### src/rtl/sdseq_pkg.sv
`timescale 1ns/1ps
package sdseq_pkg;

  typedef enum logic [3:0] {
    CMD_LMR = 4'b0000,
    CMD_REF = 4'b0001,
    CMD_PRE = 4'b0010,
    CMD_ACT = 4'b0011,
    CMD_WR  = 4'b0100,
    CMD_RD  = 4'b0101,
    CMD_NOP = 4'b0111
  } sd_cmd_t;

  localparam logic [1:0] ASEL_ROW  = 2'b00;
  localparam logic [1:0] ASEL_COL  = 2'b01;
  localparam logic [1:0] ASEL_MODE = 2'b10;
  localparam logic [1:0] ASEL_ZERO = 2'b11;

  localparam logic [1:0] A10_ROW   = 2'b00;
  localparam logic [1:0] A10_LOW   = 2'b01;
  localparam logic [1:0] A10_MODE  = 2'b10;
  localparam logic [1:0] A10_HIGH  = 2'b11;

  typedef enum logic [4:0] {
    ST_INIT_WAIT, ST_INIT_PRE, ST_INIT_PRE_W, ST_INIT_REF, ST_INIT_REF_W,
    ST_INIT_LMR, ST_INIT_LMR_W, ST_IDLE, ST_REF, ST_REF_W, ST_ACT,
    ST_ACT_W, ST_RD, ST_WR, ST_ACC_W, ST_PRE, ST_PRE_W
  } seq_state_t;

  function automatic int max2(input int a, input int b);
    return (a > b) ? a : b;
  endfunction

  // READ to closing precharge: burst must drain and tRAS must be met
  function automatic int rd_close_gap(input int cl, input int burst,
                                      input int ras, input int rcd);
    return max2(max2(cl + burst, ras - rcd), 2);
  endfunction

  // WRITE to closing precharge: write recovery and tRAS
  function automatic int wr_close_gap(input int wr, input int ras, input int rcd);
    return max2(max2(wr, ras - rcd), 2);
  endfunction

endpackage

### src/rtl/sdseq_wait_timer.sv
`timescale 1ns/1ps
module sdseq_wait_timer #(
  parameter int W         = 8,
  parameter int RESET_VAL = 2
) (
  input  logic         clk,
  input  logic         rst,
  input  logic         load,
  input  logic [W-1:0] load_val,
  output logic         done
);
  logic [W-1:0] cnt_q;

  always_ff @(posedge clk) begin
    if (rst)
      cnt_q <= W'(RESET_VAL);
    else if (load)
      cnt_q <= load_val;
    else if (cnt_q != '0)
      cnt_q <= cnt_q - 1'b1;
  end

  // the current wait cycle is the last one
  assign done = (cnt_q <= W'(1));
endmodule

### src/rtl/sdseq_refresh_timer.sv
`timescale 1ns/1ps
module sdseq_refresh_timer #(
  parameter int T_REFI = 780
) (
  input  logic clk,
  input  logic rst,
  input  logic run,
  input  logic clear,
  output logic tick,
  output logic pending
);
  localparam int CW = (T_REFI > 1) ? $clog2(T_REFI) : 1;

  logic [CW-1:0] cnt_q;
  logic          pend_q;

  assign tick = run && (cnt_q == CW'(T_REFI - 1));

  always_ff @(posedge clk) begin
    if (rst)
      cnt_q <= '0;
    else if (tick)
      cnt_q <= '0;
    else if (run)
      cnt_q <= cnt_q + 1'b1;
  end

  always_ff @(posedge clk) begin
    if (rst)
      pend_q <= 1'b0;
    else if (tick)
      pend_q <= 1'b1;
    else if (clear)
      pend_q <= 1'b0;
  end

  assign pending = pend_q;
endmodule

### src/rtl/sdseq_burst_strobe.sv
`timescale 1ns/1ps
module sdseq_burst_strobe #(
  parameter int CAS_LAT = 2,
  parameter int BURST   = 4
) (
  input  logic clk,
  input  logic rst,
  input  logic launch,
  output logic strobe
);
  localparam int BW = $clog2(BURST + 1);

  logic [CAS_LAT-1:0] pipe_q;
  logic [BW-1:0]      left_q;
  logic               tail;

  generate
    if (CAS_LAT == 1) begin : g_lat1
      always_ff @(posedge clk) begin
        if (rst) pipe_q <= '0;
        else     pipe_q <= launch;
      end
    end else begin : g_latn
      always_ff @(posedge clk) begin
        if (rst) pipe_q <= '0;
        else     pipe_q <= {pipe_q[CAS_LAT-2:0], launch};
      end
    end
  endgenerate

  assign tail = pipe_q[CAS_LAT-1];

  always_ff @(posedge clk) begin
    if (rst)
      left_q <= '0;
    else if (tail)
      left_q <= BW'(BURST - 1);
    else if (left_q != '0)
      left_q <= left_q - 1'b1;
  end

  assign strobe = tail || (left_q != '0);
endmodule

### src/rtl/sdram_cmd_seq.sv
`timescale 1ns/1ps
module sdram_cmd_seq
  import sdseq_pkg::*;
#(
  parameter int T_INIT    = 200,
  parameter int T_RP      = 2,
  parameter int T_RFC     = 7,
  parameter int T_MRD     = 2,
  parameter int T_RCD     = 2,
  parameter int T_RAS     = 5,
  parameter int T_WR      = 2,
  parameter int CAS_LAT   = 2,
  parameter int T_REFI    = 780,
  parameter int INIT_REFS = 2
) (
  input  logic       clk,
  input  logic       rst,
  input  logic       rd_req,
  input  logic       wr_req,
  output logic       init_busy,
  output logic       rd_ack,
  output logic       wr_ack,
  output logic       mset_ack,
  output logic       rd_strobe,
  output logic       cs_n,
  output logic       ras_n,
  output logic       cas_n,
  output logic       we_n,
  output logic [1:0] addr_sel,
  output logic [1:0] a10_sel
);
  localparam int BURST  = 4;
  localparam int RD_GAP = rd_close_gap(CAS_LAT, BURST, T_RAS, T_RCD);
  localparam int WR_GAP = wr_close_gap(T_WR, T_RAS, T_RCD);
  localparam int MAXT   = max2(max2(max2(T_INIT, T_RFC), max2(RD_GAP, WR_GAP)),
                               max2(max2(T_RP, T_MRD), T_RCD));
  localparam int TW     = $clog2(MAXT + 1);
  localparam int RCW    = $clog2(INIT_REFS + 1);

  seq_state_t     state_q, state_d;
  logic           op_rd_q, op_rd_d;
  logic [RCW-1:0] refs_q;
  logic           tmr_load;
  logic [TW-1:0]  tmr_val;
  logic           tmr_done;
  sd_cmd_t        cmd_w;

  // named internal events, also used by the checker
  logic idle_w;
  logic ref_pending_w;
  logic ref_tick_w;
  logic ref_issue_w;
  logic rd_issue_w;

  assign idle_w      = (state_q == ST_IDLE);
  assign ref_issue_w = (state_q == ST_REF);
  assign rd_issue_w  = (state_q == ST_RD);

  sdseq_wait_timer #(.W(TW), .RESET_VAL(T_INIT)) u_wait (
    .clk(clk), .rst(rst), .load(tmr_load), .load_val(tmr_val), .done(tmr_done)
  );

  sdseq_refresh_timer #(.T_REFI(T_REFI)) u_refi (
    .clk(clk), .rst(rst), .run(!init_busy), .clear(ref_issue_w),
    .tick(ref_tick_w), .pending(ref_pending_w)
  );

  sdseq_burst_strobe #(.CAS_LAT(CAS_LAT), .BURST(BURST)) u_strobe (
    .clk(clk), .rst(rst), .launch(rd_issue_w), .strobe(rd_strobe)
  );

  always_ff @(posedge clk) begin
    if (rst) begin
      state_q <= ST_INIT_WAIT;
      op_rd_q <= 1'b0;
      refs_q  <= '0;
    end else begin
      state_q <= state_d;
      op_rd_q <= op_rd_d;
      if (state_q == ST_INIT_REF)
        refs_q <= refs_q + 1'b1;
    end
  end

  // next state and wait-timer loading
  always_comb begin
    state_d  = state_q;
    op_rd_d  = op_rd_q;
    tmr_load = 1'b0;
    tmr_val  = '0;
    case (state_q)
      ST_INIT_WAIT:  if (tmr_done) state_d = ST_INIT_PRE;
      ST_INIT_PRE: begin
        state_d = ST_INIT_PRE_W; tmr_load = 1'b1; tmr_val = TW'(T_RP - 1);
      end
      ST_INIT_PRE_W: if (tmr_done) state_d = ST_INIT_REF;
      ST_INIT_REF: begin
        state_d = ST_INIT_REF_W; tmr_load = 1'b1; tmr_val = TW'(T_RFC - 1);
      end
      ST_INIT_REF_W:
        if (tmr_done)
          state_d = (refs_q == RCW'(INIT_REFS)) ? ST_INIT_LMR : ST_INIT_REF;
      ST_INIT_LMR: begin
        state_d = ST_INIT_LMR_W; tmr_load = 1'b1; tmr_val = TW'(T_MRD - 1);
      end
      ST_INIT_LMR_W: if (tmr_done) state_d = ST_IDLE;
      ST_IDLE: begin
        if (ref_pending_w) begin
          state_d = ST_REF;
        end else if (rd_req) begin
          state_d = ST_ACT; op_rd_d = 1'b1;
        end else if (wr_req) begin
          state_d = ST_ACT; op_rd_d = 1'b0;
        end
      end
      ST_REF: begin
        state_d = ST_REF_W; tmr_load = 1'b1; tmr_val = TW'(T_RFC - 1);
      end
      ST_REF_W: if (tmr_done) state_d = ST_IDLE;
      ST_ACT: begin
        state_d = ST_ACT_W; tmr_load = 1'b1; tmr_val = TW'(T_RCD - 1);
      end
      ST_ACT_W: if (tmr_done) state_d = op_rd_q ? ST_RD : ST_WR;
      ST_RD: begin
        state_d = ST_ACC_W; tmr_load = 1'b1; tmr_val = TW'(RD_GAP - 1);
      end
      ST_WR: begin
        state_d = ST_ACC_W; tmr_load = 1'b1; tmr_val = TW'(WR_GAP - 1);
      end
      ST_ACC_W: if (tmr_done) state_d = ST_PRE;
      ST_PRE: begin
        state_d = ST_PRE_W; tmr_load = 1'b1; tmr_val = TW'(T_RP - 1);
      end
      ST_PRE_W: if (tmr_done) state_d = ST_IDLE;
      default: state_d = ST_INIT_WAIT;
    endcase
  end

  // command pins and address selects decoded from the state
  always_comb begin
    cmd_w    = CMD_NOP;
    addr_sel = ASEL_ZERO;
    a10_sel  = A10_LOW;
    case (state_q)
      ST_INIT_PRE, ST_PRE: begin
        cmd_w = CMD_PRE; a10_sel = A10_HIGH;
      end
      ST_INIT_REF, ST_REF: cmd_w = CMD_REF;
      ST_INIT_LMR: begin
        cmd_w = CMD_LMR; addr_sel = ASEL_MODE; a10_sel = A10_MODE;
      end
      ST_ACT: begin
        cmd_w = CMD_ACT; addr_sel = ASEL_ROW; a10_sel = A10_ROW;
      end
      ST_RD: begin
        cmd_w = CMD_RD; addr_sel = ASEL_COL; a10_sel = A10_LOW;
      end
      ST_WR: begin
        cmd_w = CMD_WR; addr_sel = ASEL_COL; a10_sel = A10_LOW;
      end
      default: ;
    endcase
  end

  assign {cs_n, ras_n, cas_n, we_n} = cmd_w;

  assign init_busy = (state_q == ST_INIT_WAIT) || (state_q == ST_INIT_PRE) ||
                     (state_q == ST_INIT_PRE_W) || (state_q == ST_INIT_REF) ||
                     (state_q == ST_INIT_REF_W) || (state_q == ST_INIT_LMR) ||
                     (state_q == ST_INIT_LMR_W);
  assign rd_ack   = rd_issue_w;
  assign wr_ack   = (state_q == ST_WR);
  assign mset_ack = (state_q == ST_INIT_LMR);
endmodule

### config.mk
export PLATFORM = sky130hd
export DESIGN_NAME = sdram_cmd_seq
export DESIGN_NICKNAME = d
export VERILOG_FILES = /design/src/rtl/sdseq_pkg.sv /design/src/rtl/sdseq_wait_timer.sv /design/src/rtl/sdseq_refresh_timer.sv /design/src/rtl/sdseq_burst_strobe.sv /design/src/rtl/sdram_cmd_seq.sv
export SDC_FILE = /design/constraint.sdc
export NUM_CORES = 1
export LEC_CHECK = 0
export ABC_AREA = 1
export CORE_ASPECT_RATIO = 0.5
export CORE_UTILIZATION = 25
export DETAILED_ROUTE_END_ITERATION = 8
export SETUP_SLACK_MARGIN = 0.05
export SLEW_MARGIN = 20
export SYNTH_ARGS = -nofsm -noshare
export SYNTH_HDL_FRONTEND = slang
export SYNTH_SLANG_ARGS = --single-unit
export TNS_END_PERCENT = 50
### constraint.sdc
create_clock -name clk -period 1.85 [get_ports clk]
set_input_delay 0.2775 -clock clk [delete_from_list [all_inputs] [get_ports clk]]
set_output_delay 0.2775 -clock clk [all_outputs]
set_load 0.03 [all_outputs]
# Word-level counts from Yosys, hierarchy flattened

Cells that the tools add are included.

Logic and storage cells: 91
Register bits: 32
Output and inout port bits: 13
Input bits: 4

Magnitude comparators: 1
Add/sub/neg operators: 4
Reductions and logical operators: 26
Mux-type cells: 25
Bitwise logic cells: 1
Equality and inequality tests: 25

Operators by type and width:

| operator                                            | count |
|---|---|
| case mux 5 bit (14 select lines)                    | 1 |
| two-way mux 5 bit                                   | 9 |
| equality test 5 x 4 -> 1 bit, second input constant | 8 |
| equality test 5 x 3 -> 1 bit, second input constant | 4 |
| case mux 3 bit (6 select lines)                     | 1 |
| two-way mux 8 bit                                   | 2 |
| case mux 2 bit (3 select lines)                     | 2 |
| case mux 3 bit (4 select lines)                     | 1 |
| adder 10 x 1 -> 10 bit, second input constant       | 1 |
| equality test 10 bit, second input constant         | 1 |
| equality test 5 x 2 -> 1 bit, second input constant | 2 |
| inequality test 2 bit, second input constant        | 5 |
| OR reduction 2 bit                                  | 5 |
| <= comparator 8 x 1 -> 1 bit, second input constant | 1 |
| nonzero test 2 bit                                  | 4 |
| nonzero test 8 bit                                  | 1 |
| OR reduction 8 bit                                  | 1 |
| subtractor 8 x 1 -> 8 bit, second input constant    | 1 |
| logical OR 1 bit                                    | 7 |
| AND reduction 7 bit                                 | 1 |
| two-way mux 1 bit                                   | 6 |
| equality test 5 x 1 -> 1 bit, second input constant | 1 |
| equality test 5 bit, second input constant          | 1 |
| logical NOT 5 bit                                   | 1 |
| 14 further kinds                                    | 15 |

# Longest topological paths before layout

Gate-level depths: netlist (run 1).

Word-level depth: 10
Mapped depth: 13
Mapped depth without buffers: 13

# Cells and area by module

From an unflattened synthesis (run 1), not the netlist that was laid out.

Cell total of the unflattened synthesis: 356
Area total of the unflattened synthesis: 2,217.1 um^2

Modules (own cells, without submodules):

| module              | area each (um^2) | instances | seq. area each (um^2) | cells each |
|---|---|---|---|---|
| sdram_cmd_seq       | 852.1            | 1         | 160.2                 | 147 |
| sdseq_refresh_timer | 573.0            | 1         | 220.2                 | 87 |
| sdseq_wait_timer    | 560.5            | 1         | 160.2                 | 90 |
| sdseq_burst_strobe  | 231.5            | 1         | 100.1                 | 32 |

# Worst setup path before layout (run 1)

Ideal clock, no wire load.

Kind: register to output
Start point: register state_q[3]
End point: output we_n
Required time: 1.572 ns
Cell stages (with the launch flop): 7
Arrival time: 1.948 ns
Setup slack: -0.375 ns
Path buffers: 0
Cell sequence: dfxtp_1 -> inv_1 -> nand3_1 -> nor2_2 -> nor2_2 -> nand2_2 -> o21ai_0

Elaborated cells between the ends (all ways): 11
Those cells by class: 8 x eq/ne; 1 x mux; 2 x reduce/logical

RTL lines:

| element                         | RTL line             | source |
|---|---|---|
| start: declaration              | sdram_cmd_seq.sv:40  | `seq_state_t state_q, state_d;` |
| start signal: assignment        | sdram_cmd_seq.sv:78  | `state_q <= state_d;` |
| equality test 5 x 3 -> 1 bit    | -                    |  |
| net mset_ack                    | sdram_cmd_seq.sv:23  | `output logic mset_ack,` |
| case mux 3 bit (6 select lines) | sdram_cmd_seq.sv:144 | `case (state_q)` |
| end: declaration                | sdram_cmd_seq.sv:28  | `output logic we_n,` |

The timed path passes the listed nets, and every way through them passes these cells.

# Worst setup path in the final report (run 1)

Start point: register state_q[3]
End point: output we_n

Cells in the longest elaborated chain, start to end: 3
Elaborated cells between the ends (all ways): 11
Those cells by class: 8 x eq/ne; 1 x mux; 2 x reduce/logical

Ends and longest elaborated chain:

| element                                              | RTL line |
|---|---|
| equality test 5 x 4 -> 1 bit (tied with other cells) | sdram_cmd_seq.sv:144 |
| OR reduction 2 bit, on equally long branches         | - |
| case mux 3 bit (6 select lines) (*)                  | sdram_cmd_seq.sv:144 |

Mark *: on every way between the ends. The rest lies on a longest branch, timed or not.

==> impl_metrics.yaml, run 1 <==
route:
  drt_iter0_drc: 149
  route.detailed.drc: 0
  routed_wl_um: 5460
  firstDrtPassIters: 5
  wl_per_cell_um: 10.9
  antenna_left: 0
  via_per_inst: 4.33
  vias: 2175
power_and_ir_drop:
  seq_power_share: 0.226
  leakage_uw: 0.00134
  comb_power_share: 0.584
  switchingPower_uw: 1970
  clkPwrFrac: 0.189
  power_density_mw_per_mm2: 1520
  internal-power_uw: 2440
  swShare: 0.447
  vdd_drop_max_mv: 0.383
layout:
  fin_nets: 400
  seq_area_um2: 649
  n_antenna_cell: 0
  utilization: 0.364
  final_layout_size_suffix_gt1_frac: 0.279
  area.growth.synth_to_final_pct: 40.7
  nFillCells: 842
  multi_input_area_mm2: 0.00133
logic_synthesis:
  yosys_warnings: 0
  async_flop_share: 0
  synthCells: 333
  synth_area_mm2: 0.00207
  syn_nets: 344
  synth_edf_count: 0
  yosys.cell_types.count: 30
  ys.flop_type: "dfxtp_1"
  synth_seq_cells: 32
  syn_area_per_cell_um2: 6.21
  yosysSeqAreaShare: 0.310
timing:
  finClkSkew_ps: 5.94
  rsz0062_at_grt: "true"
  setup_tns_ps: 0
  drv_slew: 0
  whs_ps: 407
  min_period_ps: 1840
  finalHoldViolations: 0
  postLayoutSetupSlackWorst_ps: 5.31
  post-route-period-util: 0.997
  max_freq_mhz: 542
  setup_viol: 0
global_route:
  antenna_found_initial: 0
  grt_pass1_vias: 1898
  track_usage: 0.130
  grt_pass1_wl_um: 8630
  use_met3: 0.0251
  use_met2: 0.228
  grt.busiest_layer: "met2"
  grt_max_degree: 16
  grtUsageMet1: 0.154
  grt-ovfl-total: 0
floorplan:
  die_w_um: 131
  core_mm2: 0.00800
  io_pins: 17
  initial_core_util: 0.259
  die-height_um: 66.3
  placement_rows: 23
  die_area_mm2: 0.00866
critical_path:
  cp.required_ps: 1570
  path_buf_inv: 5
  path_class: "reg2out"
  path_cells: "buf_6, nand3_4, buf_6, inv_4, nand2_4, nand2_4, inv_4, nand2_4, o21ai_2, buf_6"
  cp_slowest_stage_delay_ps: 370
  slowest_stage: "dfxtp_4"
  startpoint_type: "flop"
  crit_family: "buffers and inverters"
  cp_max_fo: 5
  cp-end-kind: "output port"
  worst_ep_arrival_time_ps: 1570
place:
  port_buffers: 15
  post-dp-hpwl_um: 3850
  pre_cts_slack_ps: 44.2
  gp_congestion: 0.960
clock_network:
  cts_tree: "built"
  clock_path_buffers: 2
  root_buffer: "clkbuf_16"
  numCtsBuffers: 5
  htreeDepth: 2
  clk_pin_slew_ps: 60
  cts_sinks: 32
  clock_latency_ps: 280
  cts_hold_buffers: 0
run:
  max_cap_viol_count: 0
status:
  outcome: "complete, no violations"
worst_hold_path:
  hp-class: "reg2reg"
-- sequential cells by signal, indices dropped and copies added, names as in the netlist --
signal           cells
u_refi.cnt_q        10
u_wait.cnt_q         8
state_q              5
u_strobe.left_q      3
refs_q               2
u_strobe.pipe_q      2
op_rd_q              1
u_refi.pending       1
-- per-stage QoR --
stage | instance area, um2 | instances | total power (uW)
finish | 2910 | 502 | 4420
detailed placement | 2520 | 482 | 3240
floorplan | 2080 | 333 | 2480
CTS | 2790 | 496 | 4230
global route | 2910 | 502 | 4770
global placement | 2520 | 482 | 3240
-- layout make-up --
class,count,area share
Clock buffer,6,0.0477
Clock inverter,2,0.00344
Inverter,54,0.0714
Multi-Input combinational cell,243,0.455
Sequential cell,32,0.223
Tap cell,112,0.0482
Timing Repair Buffer,53,0.151
-- worst paths after layout --
check | startpoint | cells after the start | to | slack (ps)
max | state_q[3] | 10 | we_n | 5
min reg2reg | u_strobe.pipe_q[0] | 2 | u_strobe.pipe_q[1] | 410
max reg2reg | state_q[3] | 11 | state_q[3] | 150
min | u_strobe.pipe_q[0] | 2 | u_strobe.pipe_q[1] | 410
-- layer usage --
metal | vias to the layer above | part of all wire
li1 | 1150 | -
met1 | 958 | 0.45
met2 | 56 | 0.47
met3 | 11 | 0.051
met4 | 0 | 0.025
met5 | - | 0
-- worst min-delay path, stage by stage (launching register included) --
cell and delay, ps:
dfxtp_1 300, inv_1 40, nor2_1 30
-- cell families (layout without fill, tap and decap cells) --
kind of cell             Yosys count  count (layout)  share of synthesized area
flip-flops                        32              32                      0.310
AO/OA/AOI/OAI                     30              30                     0.0786
XOR/XNOR                           6               6                     0.0254
adder cells (fa/ha/maj)            7               7                     0.0423
buffers and inverters             58             115                      0.108
other                              1               1                    0.00181
AND/OR/NAND/NOR                  199             199                      0.434
-- synth_stat cells (5+ instances only) --
master | n | area share
xor2_1 | 5 | 0.021
dfxtp_1 | 32 | 0.31
inv_1 | 50 | 0.091
a21oi_1 | 13 | 0.031
nor3_1 | 13 | 0.031
nand2_1 | 84 | 0.15
nand2_2 | 5 | 0.015
ha_1 | 7 | 0.042
nand3_1 | 20 | 0.048
nor2_2 | 6 | 0.018
nor2_1 | 56 | 0.10
o21ai_0 | 11 | 0.027
nand4_1 | 5 | 0.015
-- layout by cell type (no fill, tap or decap), types with 3 or more instances in the layout --
cell	n
xor2_1	5
o21ai_0	10
nand4_1	5
inv_2	5
nand3_1	16
buf_4	36
ha_1	6
clkdlybuf4s50_1	3
dfxtp_2	4
buf_6	10
nand2_1	77
nor2_4	10
nor3_1	13
nor2_2	6
inv_1	47
nor2_1	50
nand2_2	7
nand2_4	6
nand3_2	5
clkbuf_16	5
a21oi_1	13
dfxtp_1	27
-- power by group through the flow --
stage / logic (uW) / clock network [uW] / registers, uW
4_1_cts: 2390 / 858 / 987
3_5_place_dp: 2250 / 0 / 989
2_1_floorplan: 1510 / 0 / 976
6_report: 2580 / 837 / 998
3_3_place_gp: 2260 / 0 / 981
5_1_grt: 2850 / 886 / 1030
-- timing repair --
action / CTS / global route
pin swaps: 3 / 11
buffers inserted: 6 / 6
setup endpoints to repair: 9 / 22
resized for setup: 32 / 34
No activity file was read; power rests on OpenSTA's default activity.
==> run 2, diff against run 1 <==
Clock period 1.85 ns to 1.89 ns, I/O delays scaled along.
==> run 2 against run 1 <==
Effect of this change: clock skew is 2.7 ps lower; highest routed layer unchanged; sequential cell count unchanged; global-route usage is 0.24 points lower; clock power increased by 10%; sequential share of layout area grew 0.66 points; critical path depth decreased by 1; wire length fell by 6.0%; clock-buffer cell count is 1 lower; setup slack improved by 50 ps.
==> impl_metrics.yaml, run 2 (same netlist as run 1, synthesis figures left out) <==
status:
  outcome: "complete, no violations"
timing:
  min_period_ps: 1830
  max_freq_mhz: 545
  setup_viol: 0
  drv_slew: 0
  postLayoutSetupSlackWorst_ps: 55.7
  finalHoldViolations: 0
  finClkSkew_ps: 3.21
  rsz0062_at_grt: "true"
  post-route-period-util: 0.971
clock_network:
  clock_path_buffers: 2
  clk_pin_slew_ps: 50
  cts_sinks: 32
  clock_latency_ps: 280
  htreeDepth: 2
  cts_tree: "built"
  cts_hold_buffers: 0
  root_buffer: "clkbuf_16"
  numCtsBuffers: 5
route:
  routed_wl_um: 5140
  via_per_inst: 4.24
  wl_per_cell_um: 10.4
  antenna_left: 0
  vias: 2104
  route.detailed.drc: 0
  drt_iter0_drc: 219
  firstDrtPassIters: 4
floorplan:
  io_pins: 17
  placement_rows: 23
  die_area_mm2: 0.00866
  die_w_um: 131
  initial_core_util: 0.259
  core_mm2: 0.00800
  die-height_um: 66.3
global_route:
  antenna_found_initial: 0
  grt-ovfl-total: 0
  use_met2: 0.196
  grt_max_degree: 16
  track_usage: 0.128
  grt.busiest_layer: "met2"
  grtUsageMet1: 0.165
  grt_pass1_wl_um: 8420
  grt_pass1_vias: 1857
  use_met3: 0.0340
layout:
  largest_reg_flops: 10
  top_register: "u_refi.cnt_q"
  fin_nets: 394
  area.growth.synth_to_final_pct: 37.4
  layout_commonest_cell: "nand2_1"
  n_antenna_cell: 0
  layout_common_cells: "nand2_1 (79), nor2_1 (51), inv_1 (46), buf_4 (34), dfxtp_1 (28)"
  reg_top3: "u_refi.cnt_q: 10 flops, u_wait.cnt_q: 8 flops, state_q: 5 flops"
  final_area_mm2: 0.00284
  instances_no_fill: 496
  final_layout_size_suffix_gt1_frac: 0.258
power_and_ir_drop:
  leakage_uw: 0.00130
  power_density_mw_per_mm2: 1560
  vdd_drop_max_mv: 0.472
  power_uw: 4420
place:
  post-dp-hpwl_um: 3720
  pre_cts_slack_ps: 59.6
  gp_congestion: 0.927
  port_buffers: 15
  placed_area_mm2: 0.00247
  dp_cells: 475
critical_path:
  cp_max_fo: 5
  worst_ep_arrival_time_ps: 1550
  cp.required_ps: 1610
  cp-end-kind: "output port"
  startpoint_type: "flop"
  path_class: "reg2out"
run:
  max_cap_viol_count: 0
worst_hold_path:
  hp-class: "reg2reg"
-- run 2: worst paths after layout --
path / from / end / slack [ps] / cells after the start
worst max-delay path: state_q[2] / we_n / 60 / 9
worst min-delay path: u_strobe.pipe_q[0] / u_strobe.pipe_q[1] / 410 / 2
worst max register to register: state_q[1] / state_q[0] / 90 / 10
worst min register to register: u_strobe.pipe_q[0] / u_strobe.pipe_q[1] / 410 / 2
-- run 2: what timing repair did --
item | 4_1_cts | 5_1_grt
pin swaps | 4 | 14
resized for setup | 23 | 24
setup buffers | 4 | 9
setup endpoints to repair | 9 | 14
hold endpoints to repair | 0 | 0
-- run 2: critical path, cell delays in order, from the launching register on --
cell	delay [ps]
dfxtp_4	360
buf_4	140
nand3_4	90
inv_2	50
nand2_2	80
nand2_2	80
inv_2	100
nand2_4	60
o21ai_2	150
buf_6	150
-- run 2: where the power goes --
part           switching (uW)  leakage, uW  internal [uW]
clock                     303    0.0000798            618
sequential                130     0.000264            851
combinational            1460     0.000959           1060
-- run 2: metrics by stage --
stage | hold WS (ps) | setup TNS (ps) | util
2_1_floorplan | 388 | 0 | -
6_report | 408 | 0 | 0.355
4_1_cts | 414 | 0 | 0.338
5_1_grt | 450 | -64.9 | 0.355
3_5_place_dp | 400 | 0 | 0.309
3_3_place_gp | 390 | 0 | 0.309
-- run 2: area by class of cell --
| cell class | count | area, um2 |
|---|---|---|
| Fill cell | 861 | 5160 |
| Multi-Input combinational cell | 243 | 1270 |
| Clock inverter | 3 | 42.5 |
| Timing Repair Buffer | 47 | 407 |
| Sequential cell | 32 | 653 |
| Inverter | 54 | 205 |
| Clock buffer | 5 | 125 |
| Tap cell | 112 | 140 |
-- run 2: per-layer routing --
layer	wire (um)	share of wire	vias up
met5	0	0	-
met4	129	0.025	0
met3	259	0.050	13
met2	2250	0.44	44
met1	2500	0.49	907
li1	-	-	1140
==> run 3, diff against run 2 <==
Settings changed: CORE_UTILIZATION 25 to 29.
==> run 3 against run 2 <==
Effect of this change: design area increased by 6.4%; non-clock buffer count increased by 23; combinational power increased by 8%; clock skew increased by 0.94 ps; first-iteration DRC count decreased by 59%; die area decreased by 13%; via count increased by 5.6%; global-route usage increased by 3.3 points; wire length increased by 12%; critical path depth increased by 1; largest power group unchanged; highest routed layer unchanged.
==> impl_metrics.yaml, run 3 (same netlist as run 1, synthesis figures left out) <==
floorplan:
  placement_rows: 21
  initial_core_util: 0.305
  die-height_um: 61.7
  io_pins: 17
  core_mm2: 0.00678
  die_area_mm2: 0.00749
  die_w_um: 121
route:
  firstDrtPassIters: 4
  routed_wl_um: 5740
  antenna_left: 0
  drt_iter0_drc: 89
  route.detailed.drc: 0
  via_per_inst: 4.44
  wl_per_cell_um: 11.5
  vias: 2221
clock_network:
  root_buffer: "clkbuf_16"
  cts_tree: "built"
  clock_path_buffers: 2
  cts_sinks: 32
  htreeDepth: 2
  cts_hold_buffers: 0
  clock_latency_ps: 280
  clk_pin_slew_ps: 60
  numCtsBuffers: 5
timing:
  drv_slew: 0
  post-route-period-util: 0.987
  slew_headroom: 0.663
  max_freq_mhz: 536
  finalHoldViolations: 0
  worst_pin_slew_ps: 503
  setup_viol: 0
  finClkSkew_ps: 4.15
  setup_tns_ps: 0
  rsz0062_at_grt: "true"
  min_period_ps: 1870
worst_hold_path:
  hp-class: "reg2reg"
power_and_ir_drop:
  internal-power_uw: 2610
  swShare: 0.435
  vdd_drop_max_mv: 0.561
  switchingPower_uw: 2010
  power_density_mw_per_mm2: 1530
  seq_power_share: 0.214
  power_uw: 4610
  clkPwrFrac: 0.200
  leakage_uw: 0.00141
  comb_power_share: 0.586
place:
  post-dp-hpwl_um: 4010
  port_buffers: 15
  gp_congestion: 0.977
  dp_cells: 470
critical_path:
  cp-end-kind: "output port"
  worst_ep_arrival_time_ps: 1580
  r2r_slack_ps: 60
  startpoint_type: "flop"
  path_class: "reg2out"
  cp.required_ps: 1610
  cp_max_fo: 7
run:
  max_cap_viol_count: 0
layout:
  layout_commonest_cell: "nand2_1"
  layout_common_cells: "nand2_1 (76), buf_4 (55), nor2_1 (48), inv_1 (42), dfxtp_1 (29)"
  largest_reg_flops: 10
  multi_input_area_mm2: 0.00133
  nFillCells: 693
  top_register: "u_refi.cnt_q"
  n_antenna_cell: 0
  area.growth.synth_to_final_pct: 46.3
  fin_nets: 418
  seq_area_um2: 652
  reg_top3: "u_refi.cnt_q: 10 flops, u_wait.cnt_q: 8 flops, state_q: 5 flops"
  final_layout_size_suffix_gt1_frac: 0.321
  instances_no_fill: 500
status:
  outcome: "complete, no violations"
global_route:
  grt_pass1_vias: 2001
  track_usage: 0.161
  grt_pass1_wl_um: 9180
  grt_max_degree: 11
  antenna_found_initial: 0
  grt-ovfl-total: 0
## run 3: cell count changes in the layout (fill, tap and decap cells not counted), moves of 2 or more
cell,change
nand2_1,-3
buf_4,+21
inv_2,+3
nor2_4,+3
buf_2,+2
clkdlybuf4s15_2,-4
nor2_1,-3
buf_6,+4
inv_1,-4
## run 3: timing repair
action                     in CTS  in global routing
setup endpoints to repair       8                 15
cloned                          0                  1
pin swaps                       7                 10
resized for setup              39                 32
setup buffers                  14                  7
## run 3: power by group through the flow
| stage | Clock (uW) | Combinational (uW) | Sequential, uW |
|---|---|---|---|
| floorplan | 0 | 1480 | 955 |
| global placement | 0 | 2220 | 971 |
| detailed placement | 0 | 2210 | 971 |
| CTS | 941 | 2430 | 968 |
| global route | 984 | 2980 | 1010 |
| finish | 922 | 2710 | 986 |
## run 3: final timing paths
kind                                          from            endpoint  depth (start not counted)
worst max-delay path                    state_q[3]               cas_n                         10
worst min-delay path            u_strobe.pipe_q[0]  u_strobe.pipe_q[1]                          2
worst min register to register  u_strobe.pipe_q[0]  u_strobe.pipe_q[1]                          2
worst max register to register          state_q[3]     u_wait.cnt_q[0]                         15
## run 3: layer usage
| metal | routed length, um | GRT usage | up-vias |
|---|---|---|---|
| met5 | 0 | 0 | - |
| met2 | 2580 | 0.262 | 40 |
| li1 | - | - | 1187 |
| met1 | 2800 | 0.209 | 982 |
| met4 | 133 | 0.0723 | 0 |
| met3 | 219 | 0.0374 | 12 |
## run 3: stage by stage
stage,util,hold WS (ps),worst slack [ps],area [um2]
after CTS,0.430,415,1.68,2920
after global routing,0.446,418,-71.5,3030
after global placement,0.377,404,-80.8,2550
after floorplan,-,388,92.5,2080
final,0.446,410,24.3,3030
after detailed placement,0.377,411,-113,2550
## run 3: final cells by class
type / instances / share of cell area
clock inverters: 2 / 0.0116
well taps: 92 / 0.0380
multi-input cells: 244 / 0.438
repair buffers: 70 / 0.186
inverters: 54 / 0.0687
flip-flops and latches: 32 / 0.215
clock buffers: 6 / 0.0426
## run 3: worst max-delay path: stages, from the launching register on
cell and delay, ps:
dfxtp_4 400, buf_6 110, nand3_4 80, buf_6 140
nor2_4 90, inv_2 50, nand3_2 80, inv_2 60
nand2_4 90, nand3_2 70, buf_6 140
